`src/rtl/osc_pkg.sv`:
```
package osc_pkg;
  localparam int unsigned PH_W_DEF   = 24;
  localparam int unsigned FQ_W_DEF   = 16;
  localparam int unsigned TAP_DEF    = 19;
  localparam int unsigned VOICES_DEF = 3;

  // ring source: each voice follows the one below it (wrapping)
  function automatic int unsigned ring_src(input int unsigned idx, input int unsigned n);
    return (idx + n - 1) % n;
  endfunction
endpackage

```
`src/rtl/phase_acc.sv`:
```
module phase_acc #(
  parameter int unsigned PH_W = osc_pkg::PH_W_DEF,
  parameter int unsigned FQ_W = osc_pkg::FQ_W_DEF,
  parameter int unsigned TAP  = osc_pkg::TAP_DEF
) (
  input  logic            clk,
  input  logic            rst,
  input  logic            step_en,
  input  logic            test,
  input  logic [FQ_W-1:0] freq,
  input  logic            sync_clr,
  output logic [PH_W-1:0] acc,
  output logic            top_rise_now,
  output logic            top_rise_q,
  output logic            tap_rise_q
);
  localparam int unsigned TOP = PH_W - 1;

  logic [PH_W-1:0] sum;
  logic [PH_W-1:0] set_bits;

  always_comb begin
    sum      = test ? '0 : acc + PH_W'(freq);
    set_bits = ~acc & sum;
  end

  assign top_rise_now = set_bits[TOP];

  always_ff @(posedge clk) begin
    if (rst) begin
      acc        <= '0;
      top_rise_q <= 1'b0;
      tap_rise_q <= 1'b0;
    end else if (step_en) begin
      acc        <= sync_clr ? '0 : sum;
      top_rise_q <= set_bits[TOP];
      tap_rise_q <= set_bits[TAP];
    end else begin
      top_rise_q <= 1'b0;
      tap_rise_q <= 1'b0;
    end
  end

  AST_TEST_HOLDS_ZERO: assert property (@(posedge clk) disable iff (rst)
    step_en && test |=> acc == '0);
  AST_IDLE_HOLD: assert property (@(posedge clk) disable iff (rst)
    !step_en |=> $stable(acc) && !top_rise_q && !tap_rise_q);
  AST_TOP_FROM_ZERO: assert property (@(posedge clk) disable iff (rst)
    top_rise_q |-> !$past(acc[TOP]));
  AST_TAP_FROM_ZERO: assert property (@(posedge clk) disable iff (rst)
    tap_rise_q |-> !$past(acc[TAP]));
endmodule

```
`src/rtl/sync_net.sv`:
```
module sync_net #(
  parameter int unsigned N = osc_pkg::VOICES_DEF
) (
  input  logic [N-1:0] rise_now,
  input  logic [N-1:0] sync_en,
  output logic [N-1:0] clr
);
  for (genvar g = 0; g < N; g++) begin : g_dst
    localparam int unsigned S  = osc_pkg::ring_src(g, N);
    localparam int unsigned S2 = osc_pkg::ring_src(S, N);
    // a source being cleared itself in this update does not pass the clear on
    assign clr[g] = rise_now[S] && sync_en[g] && !(sync_en[S] && rise_now[S2]);
  end
endmodule

```
`src/rtl/phase_osc_ring.sv`:
```
module phase_osc_ring #(
  parameter int unsigned N    = osc_pkg::VOICES_DEF,
  parameter int unsigned PH_W = osc_pkg::PH_W_DEF,
  parameter int unsigned FQ_W = osc_pkg::FQ_W_DEF,
  parameter int unsigned TAP  = osc_pkg::TAP_DEF
) (
  input  logic              clk,
  input  logic              rst,
  input  logic              step_en,
  input  logic [N*FQ_W-1:0] freq,
  input  logic [N-1:0]      test,
  input  logic [N-1:0]      sync_en,
  input  logic [N-1:0]      ring_en,
  output logic [N*PH_W-1:0] phase,
  output logic [N-1:0]      msb_rise,
  output logic [N-1:0]      tap_rise,
  output logic [N-1:0]      ring_msb
);
  localparam int unsigned TOP = PH_W - 1;

  logic [N-1:0] rise_now;
  logic [N-1:0] clr;

  sync_net #(.N(N)) u_sync (
    .rise_now(rise_now),
    .sync_en (sync_en),
    .clr     (clr)
  );

  for (genvar g = 0; g < N; g++) begin : g_voice
    localparam int unsigned S  = osc_pkg::ring_src(g, N);
    localparam int unsigned S2 = osc_pkg::ring_src(S, N);

    phase_acc #(.PH_W(PH_W), .FQ_W(FQ_W), .TAP(TAP)) u_acc (
      .clk         (clk),
      .rst         (rst),
      .step_en     (step_en),
      .test        (test[g]),
      .freq        (freq[g*FQ_W +: FQ_W]),
      .sync_clr    (clr[g]),
      .acc         (phase[g*PH_W +: PH_W]),
      .top_rise_now(rise_now[g]),
      .top_rise_q  (msb_rise[g]),
      .tap_rise_q  (tap_rise[g])
    );

    assign ring_msb[g] = phase[g*PH_W + TOP] ^ (ring_en[g] & phase[S*PH_W + TOP]);

    AST_SYNC_CLEARS: assert property (@(posedge clk) disable iff (rst)
      msb_rise[S] && $past(sync_en[g]) && !($past(sync_en[S]) && msb_rise[S2])
      |-> phase[g*PH_W +: PH_W] == '0);
  end
endmodule

```
`config.mk`:
```
export PLATFORM = sky130hd
export DESIGN_NAME = phase_osc_ring
export DESIGN_NICKNAME = d
export VERILOG_FILES = /design/src/rtl/osc_pkg.sv /design/src/rtl/phase_acc.sv /design/src/rtl/sync_net.sv /design/src/rtl/phase_osc_ring.sv
export SDC_FILE = /design/constraint.sdc
export NUM_CORES = 1
export LEC_CHECK = 0
export ABC_AREA = 0
export CORE_UTILIZATION = 45
export DETAILED_ROUTE_END_ITERATION = 16
export PLACE_DENSITY = 0.74
export SYNTH_ARGS = -nofsm -noshare
export SYNTH_HDL_FRONTEND = slang
export SYNTH_SLANG_ARGS = --single-unit
```
`constraint.sdc`:
```
create_clock -name clk -period 6.87 [get_ports clk]
set_input_delay 0.687 -clock clk [delete_from_list [all_inputs] [get_ports clk]]
set_output_delay 0.687 -clock clk [all_outputs]
set_load 0.05 [all_outputs]
```
* After elaboration in Yosys (flattened, before gate mapping)
Cells that the tools add are included.
W data, S select, Z words.
** Storage, ports and cells
- Register bits after elaboration :: 78
- Input bits :: 60
- Output and inout bits :: 81
- Logic and storage cells :: 41
** Operators by class
- Add/subtract/negate cells :: 3
- Muxes and demuxes :: 6
- Bitwise logic cells :: 13
- Reductions and logical operators :: 10
** Operators with widths (number)
- $mux W24 :: 6
- $add A24 B16 Y24 :: 3
- $and A24 B24 Y24 :: 3
- $not A24 Y24 :: 3
- $logic_and A1 B1 Y1 :: 6
- $and A1 B1 Y1 :: 3
- $logic_not A1 Y1 :: 3
- $xor A1 B1 Y1 :: 3
- $reduce_or A2 Y1 :: 1
- $not A1 Y1 :: 1

* Longest topological paths before layout
- Depth after elaboration :: 7
- Depth in mapped cells :: 10
- Gate-level depth less buffers :: 10

* Modules after synthesis
From an unflattened synthesis, not the netlist that was laid out.
** Second synthesis, totals
- Cells, all modules :: 678
- Area, all modules :: 5540.3 um2
** By module, submodules not included
- phase_acc (g_voice[0].u_acc ...) :: times used 2, cells each 211, area an instance 1774.2 um2, seq. area each 520.5 um2
- phase_acc (g_voice[2].u_acc) :: times used 1, cells each 245, area an instance 1930.6 um2, seq. area each 520.5 um2
- phase_osc_ring :: times used 1, cells each 6, area an instance 37.5 um2, seq. area each 0.0 um2
- sync_net :: times used 1, cells each 5, area an instance 23.8 um2, seq. area each 0.0 um2

* Worst setup path before layout
No wires, ideal clock.
- Path type :: flip-flop to flip-flop
- Start :: reg g_voice[1].u_acc.acc[0]
- End :: reg g_voice[1].u_acc.acc[20]
- Library setup time :: 0.074 ns
- Arrival time :: 2.885 ns
- Required time :: 6.796 ns
- Slack :: 3.910 ns
- Cell stages (with the launch flop) :: 11
- Buffers on the path :: 0
- Clock period less this slack :: 2.960 ns
- Cells stage by stage :: dfxtp_1 > ha_1 > inv_1 > fa_1 > nand2b_1 > a21oi_1 > o221ai_1 > a21oi_1 > o211ai_1 > or4b_1 > a31oi_1
** On the way
- Word-level cells in the longest chain between the ends :: 3
** RTL lines
- start: declaration :: RTL line phase_acc.sv:12 : output logic [PH_W-1:0] acc,
- start signal: assignment :: RTL line phase_acc.sv:35 : acc <= sync_clr ? '0 : sum;
- $add A24 B16 Y24 :: RTL line phase_acc.sv:23 : sum = test ? '0 : acc + PH_W'(freq);
- $mux W24 :: RTL line phase_acc.sv:23
- $mux W24 :: RTL line phase_acc.sv:35
No other way between the ends.
A chain may end at the register's enable or synchronous reset.

* Worst setup path after layout
- Start :: in freq[28]
- End :: reg g_voice[2].u_acc.acc[22]
** On the way
- Word-level cells in the longest chain between the ends :: 6
** RTL lines
- start: declaration :: RTL line phase_osc_ring.sv:10 : input logic [N*FQ_W-1:0] freq,
- $add A24 B16 Y24 :: RTL line phase_acc.sv:23
- $mux W24 :: RTL line phase_acc.sv:23
- $and A24 B24 Y24 :: RTL line phase_acc.sv:24 : set_bits = ~acc & sum;
- $logic_and A1 B1 Y1 (2 in series) :: RTL line sync_net.sv:12 : assign clr[g] = rise_now[S] && sync_en[g] && !(sync_en[S] && rise_now[S2]);
- $mux W24 :: RTL line phase_acc.sv:35
- end signal: assignment :: RTL line phase_acc.sv:35
- end: declaration :: RTL line phase_acc.sv:12
No other way between the ends.

==> metrics <==
status=complete, no violations; antenna cells=0; busiest grt layer=met2; Placement Cell Area=7094 um^2; WP data arrival=between 3 and 4 ns; starting density of the core=0.4637; top cell type's share of synthesized area=0.2780; fin worst setup slack=3.168 ns; worst path cell trace=clkdlybuf4s50_1 > ha_1 > a21o_1 > a21o_1 > a311oi_1 > a31o_2 > o31a_1 > nand2_1 > o311ai_1; Area contributors post-synth=dfxtp_1 (28%), ha_1 (11%), nand2_1 (5.3%), a21oi_1 (5.2%), xnor2_1 (3.7%); antenna violations before repair=0; Detailed Route WL=16230 um; sequential share of power=0.358; global routing usage on met2=0.4451; detailed-route DRC error count=0; total negative setup slack=0 ns; slew of the pin with the lowest slew margin=1.133 ns; dominant cell type by area after synthesis=dfxtp_1; Hold WC Path Type=reg2reg; Sw Pwr=~410 uW; die area=~13000 um^2; worst vdd ir=about 0.11 mV; CTS tree=built; final setup fails=0; sequential fraction of the synthesis area=0.2780; worst skew pair latency=around 0.34 ns; first-pass GRT wire length=between 20000 and 30000 um; post-CTS sizing=0; Synth Register Bits=slightly below 80; Final GP Congestion=roughly 0.96; clk sinks=78; total chip power=1.354 mW; predominant post-synthesis flop cell=dfxtp_1; Max stage delay on crit path=0.81 ns; Root Driver=clkbuf_16; Fill cells=1095; num rows=40; gr usage total=0.2523; ratio of cells with drive above 1 in the final layout=0.03846; Ports=between 100 and 150; Yosys cell types=just under 70; via count=about 5900; met1 usage in global routing=0.3099; Die Y=113.7 um; type of origin of the critical path=input port; final instance area=around 7400 um^2; fmax=0.2702 GHz; Critical Path Fanout Max=23; gr ovfl total=0; Final ANT Viol Nets=0; Required @ worst endpoint=roughly 7 ns; Worst slew margin=0.2401; Die W=approximately 110 um; Clock Path Buffers=2; Mapped Nets=around 820; number of flops mapped to enable cells by yosys=0; htree depth=3; Cell Area, Synth=between 5000 and 6000 um^2; Clock power frac=0.383; initial DRC count=between 400 and 500; Setup CP Type=in2reg; ys async rst share=0; crit-path most repeated cell=a21o_1; Tmin final=3.702 ns; largest net degree at the start of global routing=58; cell area power density=approximately 180 nW/um^2; Ys Warns=0; dpl ws=approximately 2.9 ns; postcts setup bufs=0; Mapped Cells=705; part of the cycle the worst path needs=0.5388; number of global-route vias before repair=5766; Post-Syn Area per Cell=~8.0 um^2; Static Leak=about 2.9 nW; Post-CTS Hold Fix Bufs=0; Final Hold Viols=0; area delta synth->final=31.97%; post-DP HPWL=between 10000 and 15000 um; GR Util met3=0.04835; total CTS buffers=9; buffers added on ports=140; RSZ-0062 raised after global routing=false; core area=between 10000 and 15000 um^2; Slowest-stage cell, CP=o31a_1; most frequent cells after synthesis=nand2_1 (80), dfxtp_1 (78), a21oi_1 (58); Worst Setup End Kind=register; Pins Over Slew Limit=0; WL/cell=approximately 16 um; share of total power in combinational logic=0.260; max-cap viol count=0; final-stage net count=938; Avg Vias per Cell=approximately 5.9; first-pass iteration count of the detailed router=5; clk_skew=0.007287 ns; internal power=940.5 uW; switching share of power=0.3053; cell with the most instances after synthesis=nand2_1; clk slew on worst S/H paths=0.06 ns
==> final timing paths <==
check	start	endpoint	slack, ns	depth (start not counted)
worst max register to register	g_voice[1].u_acc.acc[12]	g_voice[2].u_acc.acc[22]	3.63	8
worst min-delay path	g_voice[0].u_acc.acc[6]	g_voice[0].u_acc.acc[6]	0.47	2
worst max-delay path	freq[28]	g_voice[2].u_acc.acc[22]	3.17	9
worst min register to register	g_voice[0].u_acc.acc[6]	g_voice[0].u_acc.acc[6]	0.47	2
==> placed cells by master, fill, tap and decap left out, drive strengths merged, types with 4 or more instances in the layout <==
master,count
a211oi,10
a21o,13
a21oi,58
a22o,8
a31o,4
a31oi,11
a32o,4
and2,9
and3,13
buf,5
clkbuf,13
clkdlybuf4s50,138
dfxtp,78
ha,48
inv,27
nand2,80
nand2b,10
nand3,36
nand4,19
nor2,37
nor2b,6
nor3,13
nor4,10
o2111ai,10
o211ai,10
o21a,7
o21ai,42
o21bai,5
o311ai,5
o31ai,12
or3,10
xnor2,24
xor2,9
==> cell families after synthesis <==
kind of cell,count (synthesis),synth area share
flops,78,0.2780
compound gates,218,0.2669
simple gates,262,0.2355
buf+inv,60,0.04522
xor+xnor,33,0.05146
mux,3,0.005347
fa+ha+maj,51,0.1176
==> metal layers <==
layer  share of wire  routed length [um]
met1            0.43                7013
met2            0.49                7938
met5               0                   0
met3           0.069                1115
met4          0.0097                 158
==> area by class of cell <==
cell class / instances / area, um^2 / area share
multi-input cells: 567 / 3804 / 0.5132
well taps: 168 / 210.2 / 0.02836
repair buffers: 143 / 1414 / 0.1908
clock inverters: 3 / 67.56 / 0.009115
inverters: 28 / 105.1 / 0.01418
clock buffers: 13 / 250.2 / 0.03376
flip-flops and latches: 78 / 1562 / 0.2107
==> sequential cells by signal, indices dropped and copies added, names as in the netlist <==
name,cells
g_voice.u_acc.acc,72
g_voice.u_acc.top_rise_q,3
g_voice.u_acc.tap_rise_q,3
==> stage by stage <==
step	instances	hold slack [ns]	utilization
3_5_place_dp	984	0.4604	0.5857
3_3_place_gp	984	0.4520	0.5857
2_1_floorplan	705	0.6752	-
4_1_cts	1000	0.4689	0.6120
6_report	1000	0.4656	0.6120
5_1_grt	1000	0.4944	0.6120
==> power groups by stage <==
stage	Clock [mW]	Sequential (mW)	Combinational, mW
after detailed placement	0	0.494	0.346
after floorplan	0	0.547	0.182
after CTS	0.526	0.484	0.349
after global placement	0	0.493	0.339
after global routing	0.547	0.486	0.381
final	0.518	0.484	0.352
==> worst max-delay path: cells and delay by family <==
kind	cells	cell delay, ns
AO/OA/AOI/OAI	6	2.28
buffers and inverters	1	0.43
adder cells (fa/ha/maj)	1	0.36
AND/OR/NAND/NOR	1	0.19
Power figures use the tool's default switching activity.
